$ cat config.mk
export PLATFORM = sky130hd
export DESIGN_NAME = regpair_file
export DESIGN_NICKNAME = d
export VERILOG_FILES = /design/src/rtl/regpair_pkg.sv /design/src/rtl/rp_regbank.sv /design/src/rtl/rp_pair_alu.sv /design/src/rtl/rp_read_mux.sv /design/src/rtl/regpair_file.sv
export SDC_FILE = /design/constraint.sdc
export NUM_CORES = 1
export LEC_CHECK = 0
export BUFFER_PORTS_ARGS = -buffer_cell sky130_fd_sc_hd__buf_4
export CORE_AREA = 2 2 141 143
export CTS_CLUSTER_DIAMETER = 80
export DETAILED_ROUTE_END_ITERATION = 10
export DIE_AREA = 0 0 143 145
export SYNTH_ARGS = -nofsm -noshare
export SYNTH_HDL_FRONTEND = slang
export SYNTH_SLANG_ARGS = --single-unit
$ cat constraint.sdc
create_clock -name clk -period 4.8 [get_ports clk]
set_input_delay 0.48 -clock clk [delete_from_list [all_inputs] [get_ports clk]]
set_output_delay 0.48 -clock clk [all_outputs]
set_load 0.03 [all_outputs]
$ cat src/rtl/regpair_pkg.sv
package regpair_pkg;
  typedef enum logic [2:0] {
    OP_INC  = 3'd0,
    OP_DEC  = 3'd1,
    OP_ADD  = 3'd2,
    OP_XCHG = 3'd3,
    OP_SPLD = 3'd4
  } pair_op_e;

  typedef enum logic [1:0] {
    PS_BC = 2'd0,
    PS_DE = 2'd1,
    PS_HL = 2'd2,
    PS_SP = 2'd3
  } pair_sel_e;

  localparam int NUM_BYTE_REGS = 6;
  localparam int IDX_B = 0;
  localparam int IDX_C = 1;
  localparam int IDX_D = 2;
  localparam int IDX_E = 3;
  localparam int IDX_H = 4;
  localparam int IDX_L = 5;
endpackage

$ cat src/rtl/rp_regbank.sv
module rp_regbank #(
  parameter int DW = 8,
  parameter int N  = 6
) (
  input  logic                 clk,
  input  logic                 rst,
  input  logic [N-1:0]         wr_en,
  input  logic [N-1:0][DW-1:0] wr_data,
  output logic [N-1:0][DW-1:0] q
);
  for (genvar i = 0; i < N; i++) begin : g_reg
    always_ff @(posedge clk) begin
      if (rst)           q[i] <= '0;
      else if (wr_en[i]) q[i] <= wr_data[i];
    end
  end
endmodule

$ cat src/rtl/rp_pair_alu.sv
module rp_pair_alu #(
  parameter int DW = 8
) (
  input  logic [2*DW-1:0] pair_in,
  input  logic [2*DW-1:0] hl_in,
  output logic [2*DW-1:0] inc_out,
  output logic [2*DW-1:0] dec_out,
  output logic [2*DW-1:0] sum_out,
  output logic            sum_carry
);
  localparam int PW = 2 * DW;

  function automatic logic [PW-1:0] step_one(input logic [PW-1:0] v, input logic down);
    return down ? (v - PW'(1)) : (v + PW'(1));
  endfunction

  function automatic logic [PW:0] wide_sum(input logic [PW-1:0] a, input logic [PW-1:0] b);
    return {1'b0, a} + {1'b0, b};
  endfunction

  logic [PW:0] sum_w;

  always_comb begin
    inc_out   = step_one(pair_in, 1'b0);
    dec_out   = step_one(pair_in, 1'b1);
    sum_w     = wide_sum(hl_in, pair_in);
    sum_out   = sum_w[PW-1:0];
    sum_carry = sum_w[PW];
  end
endmodule

$ cat src/rtl/rp_read_mux.sv
module rp_read_mux #(
  parameter int DW = 8,
  parameter int N  = 6
) (
  input  logic [N-1:0][DW-1:0] regs,
  input  logic [2*DW-1:0]      sp,
  input  logic [1:0]           pair_sel,
  input  logic [2:0]           byte_sel,
  output logic [2*DW-1:0]      pair_val,
  output logic [DW-1:0]        byte_val
);
  logic [2:0] hi_idx, lo_idx;

  always_comb begin
    hi_idx = {pair_sel, 1'b0};
    lo_idx = {pair_sel, 1'b1};
    if (pair_sel == 2'd3) pair_val = sp;
    else                  pair_val = {regs[hi_idx], regs[lo_idx]};
    if (int'(byte_sel) < N) byte_val = regs[byte_sel];
    else                    byte_val = '0;
  end
endmodule

$ cat src/rtl/regpair_file.sv
module regpair_file
  import regpair_pkg::*;
#(
  parameter int DW = 8
) (
  input  logic          clk,
  input  logic          rst,
  input  logic          op_valid,
  input  logic [2:0]    op,
  input  logic [1:0]    pair_sel,
  input  logic          byte_wr,
  input  logic [2:0]    byte_sel,
  input  logic [DW-1:0] byte_wdata,
  output logic [DW-1:0] byte_rdata,
  output logic [2*DW-1:0] pair_rdata,
  output logic          cy
);
  localparam int PW = 2 * DW;
  localparam int NR = NUM_BYTE_REGS;

  logic [NR-1:0][DW-1:0] regs_q, wr_data;
  logic [NR-1:0]         wr_en;
  logic [PW-1:0]         sp_q, sp_d;
  logic                  sp_we;
  logic                  cy_q, cy_d, cy_we;

  // named views for the checker
  logic [PW-1:0] bc_q, de_q, hl_q;
  logic [PW-1:0] pair_val, inc_v, dec_v, sum_v, step_v;
  logic          sum_c;
  logic          byte_wr_taken;
  logic [2:0]    hi_idx, lo_idx;

  assign bc_q = {regs_q[IDX_B], regs_q[IDX_C]};
  assign de_q = {regs_q[IDX_D], regs_q[IDX_E]};
  assign hl_q = {regs_q[IDX_H], regs_q[IDX_L]};

  rp_regbank #(.DW(DW), .N(NR)) bank_i (
    .clk(clk), .rst(rst), .wr_en(wr_en), .wr_data(wr_data), .q(regs_q)
  );

  rp_read_mux #(.DW(DW), .N(NR)) rmux_i (
    .regs(regs_q), .sp(sp_q), .pair_sel(pair_sel), .byte_sel(byte_sel),
    .pair_val(pair_val), .byte_val(byte_rdata)
  );

  rp_pair_alu #(.DW(DW)) alu_i (
    .pair_in(pair_val), .hl_in(hl_q), .inc_out(inc_v), .dec_out(dec_v),
    .sum_out(sum_v), .sum_carry(sum_c)
  );

  assign pair_rdata    = pair_val;
  assign byte_wr_taken = byte_wr && !op_valid && (int'(byte_sel) < NR);

  always_comb begin
    wr_en   = '0;
    wr_data = regs_q;
    sp_we   = 1'b0;
    sp_d    = sp_q;
    cy_we   = 1'b0;
    cy_d    = cy_q;
    hi_idx  = {pair_sel, 1'b0};
    lo_idx  = {pair_sel, 1'b1};
    step_v  = (op == OP_DEC) ? dec_v : inc_v;
    if (op_valid) begin
      case (pair_op_e'(op))
        OP_INC, OP_DEC: begin
          if (pair_sel == PS_SP) begin
            sp_we = 1'b1;
            sp_d  = step_v;
          end else begin
            wr_en[hi_idx]   = 1'b1;
            wr_data[hi_idx] = step_v[PW-1:DW];
            wr_en[lo_idx]   = 1'b1;
            wr_data[lo_idx] = step_v[DW-1:0];
          end
        end
        OP_ADD: begin
          wr_en[IDX_H]   = 1'b1;
          wr_data[IDX_H] = sum_v[PW-1:DW];
          wr_en[IDX_L]   = 1'b1;
          wr_data[IDX_L] = sum_v[DW-1:0];
          cy_we = 1'b1;
          cy_d  = sum_c;
        end
        OP_XCHG: begin
          wr_en[IDX_D] = 1'b1; wr_data[IDX_D] = regs_q[IDX_H];
          wr_en[IDX_E] = 1'b1; wr_data[IDX_E] = regs_q[IDX_L];
          wr_en[IDX_H] = 1'b1; wr_data[IDX_H] = regs_q[IDX_D];
          wr_en[IDX_L] = 1'b1; wr_data[IDX_L] = regs_q[IDX_E];
        end
        OP_SPLD: begin
          sp_we = 1'b1;
          sp_d  = hl_q;
        end
        default: ;
      endcase
    end else if (byte_wr_taken) begin
      wr_en[byte_sel]   = 1'b1;
      wr_data[byte_sel] = byte_wdata;
    end
  end

  always_ff @(posedge clk) begin
    if (rst) begin
      sp_q <= '0;
      cy_q <= 1'b0;
    end else begin
      if (sp_we) sp_q <= sp_d;
      if (cy_we) cy_q <= cy_d;
    end
  end

  assign cy = cy_q;
endmodule

==> impl_results.md <==
* Status: completed
* Layout cell share with drive strength beyond 1 at 13.7%
* I/O Pins at 45
* Port bufs at 44
* CTS tree: yes
* Routed Antenna Nets at 0
* Fillers at 2064
* Final Hold Fails at 0
* Clock Pin Slew Worst Setup and Hold Paths at 60 ps
* Tot Pwr at 1.74 mW
* Detailed Place HPWL at 16500 µm
* Setup crit start: bank_i.q[40]
* Post-synth design cell area at 0.00568 mm²
* Max-slew violations at 0
* CP Depth at 12
* H-tree levels at 3
* FF+latch count, synth at 65
* Pre-CTS setup slack at 931 ps
* RR Startpoint: bank_i.q[40]
* Gpl congestion at 0.939
* Slew @ Worst Pin at 953 ps
* Slew headroom at 36.0%
* Max VDD drop at 0.176 mV
* Cell Rows at 51
* CP max stage delay at 530 ps
* Worst path arrival time at 3880 ps
* Hold crit path type: reg2reg
* Clock buffer depth at 2
* Setup violations, final at 0
* Vias per std cell at 6.08
* Routed wire per std cell at 22.3 µm
* # DRC at 0
* Mapped Nets at 783
* Die width at 143 µm
* Power Density at 266 mW/mm²
* CP Capture Type: register
* WL final at 22800 µm
* Main flop type after synthesis: dfxtp_1
* CORE AREA at 0.0192 mm²
* Hold Crit Start: sp_q[0]
* Path type of the worst setup path: reg2reg
* Number of synthesized flops with an enable pin at 0
* GRT Residual Overflow at 0
* Fin crit share at 75.5%
* Diodes inserted at 0
* Reg2reg setup slack at 1170 ps
* CTS buffer count at 9
* Post-Place Cells at 1006
* R2R depth at 12
* Root Driver: clkbuf_16
* Req. time, crit path at 5060 ps
* Hold slack at 460 ps
* Clk Latency, worst-skew pair at 350 ps
* Setup TNS at 0 ps
* CTS Hold Bufs at 0
* Synth cell types at 69
* Initial antenna violation count at 0
* Seq/Total Area, Yosys at 22.9%
* Achievable frequency at 0.276 GHz
* Final cell count without fillers at 1022
* GR Util All Layers at 22.0%
* CP delay by family, top: compound AO/OA/AOI/OAI gates
* RSZ-0062 raised after global routing: no
* Slowest cell on crit path: mux2i_1
* Yosys warns at 0
* Starting Density at 29.6%
* Skew final at 8.51 ps
* CP Max Fanout at 6
* Fin nets at 804
* Global-route wire length before repair at 35100 µm
* Critical-path cell list: mux2i_1, mux2i_1, ha_1, inv_1, fa_1, nor2b_1, o211ai_1, a211oi_1, nor4_1, nor4b_1, o31ai_1, a211oi_1
* Synth Area per Inst at 7.77 µm²
* Synthesized instance count at 731
* CP Buf/Inv Count at 1
* Critical path launch point type: register
* Area grow syn2layout at 15.0%
* Final setup margin at 1170 ps
* Largest net degree at the start of global routing at 55
* Vias at 6211
* Critical Path End: cy
* Height of the die at 145 µm
* Max Cap Viol at 0
* Asr flop ratio synth at 0%
* Setup bufs post-CTS at 0
* Post_cts resized at 0
* Leak Pwr at 2.53 nW
* Die area at 0.0207 mm²
* RR Endpoint: cy
* Clock sink total at 65
* Vias in the first global route at 5900
* 1st-pass router iterations at 6
* Minimum clock period at 3630 ps
* First DRT Iteration DRCs at 926
[tightest hold or removal path, delay by kind of cell (launching register included)]
kind	cells	cell delay (ps)
DFF	1	310
and+or+nand+nor	1	50
AOI/OAI and AO/OA	1	50
[per-layer routing]
metal	routed length, µm	vias up	GRT usage, %
met5	0	-	0
met3	2300	89	4.65
met1	9080	2921	29.2
li1	-	2825	-
met4	1110	0	10.6
met2	10400	376	33.7
[logic make-up after synthesis]
logic type	after synthesis	synth area share, %
AOI/OAI and AO/OA	266	31.7
and+or+nand+nor	240	19.0
DFF	65	22.9
buffers and inverters	63	4.45
muxes	38	10.3
adders and majority gates	32	7.31
xor gates and xnor gates	27	4.29
[layout make-up]
| class | instances | area (µm²) | share of cell area, % |
|---|---|---|---|
| tap | 265 | 332 | 5.07 |
| timing repair buffer | 55 | 413 | 6.32 |
| clock inverter | 3 | 40.0 | 0.612 |
| multi-input combinational | 603 | 4130 | 63.2 |
| inverter | 18 | 67.6 | 1.03 |
| clock buffer | 13 | 250 | 3.83 |
| sequential | 65 | 1300 | 19.9 |
[placed cells by master (no fill, tap or decap), drive strengths merged, types with 4 or more instances in the layout]
cell     count
a221o        4
mux4        16
buf         55
a221oi      19
a32oi        4
a31oi       11
o221ai       4
o22ai        8
nor2        87
a2111oi      8
nand2b       8
mux2i       17
nor2b        6
a211oi      16
dfxtp       65
inv         17
a21o         9
mux2         5
ha          30
a22oi       12
nand2       68
and2         4
xor2        11
or3          4
nand3       15
o21ai       42
o211ai       5
a22o         4
o31ai        6
nor3        29
xnor2       16
nor4         6
clkbuf      13
a21oi       85
[cell usage after synthesis (10+ instances only)]
master	number	area share, %
a21oi_1	85	7.5
a31oi_1	11	1.2
xnor2_1	16	2.5
buf_2	10	0.88
clkbuf_1	30	2.0
nand2_1	68	4.5
nand3_1	15	1.3
nor2_1	87	5.7
a221oi_1	18	2.8
inv_1	17	1.1
mux2i_1	17	3.0
dfxtp_1	65	23
a22oi_1	12	1.6
mux4_2	16	6.3
nor3_1	29	2.6
xor2_1	10	1.5
o21ai_0	40	3.5
ha_1	30	6.6
a211oi_1	16	2.1
[state kept, by name, summed over array words and instances (netlist names)]
name / cells
bank_i.q: 48
cy: 1
sp_q: 16
[through the flow]
stage / cell area [µm²] / utilization [%]
after floorplan: 5680 / -
after CTS: 6540 / 34.0
final: 6540 / 34.0
after global routing: 6540 / 34.0
after detailed placement: 6250 / 32.5
after global placement: 6250 / 32.5
[worst min-delay path by stage]
stage | to | cells after the start
after floorplan | sp_q[7] | 2
after global placement | sp_q[7] | 2
after detailed placement | sp_q[7] | 2
after CTS | sp_q[7] | 2
after global routing | sp_q[0] | 2
final | sp_q[0] | 2
[power by group]
group          total [mW]  internal (mW)  switching [mW]  leakage [nW]
clock               0.682          0.416           0.267         0.144
sequential          0.612          0.568          0.0443         0.530
combinational       0.447          0.158           0.289          1.86
(Power assumes the default switching activity.)
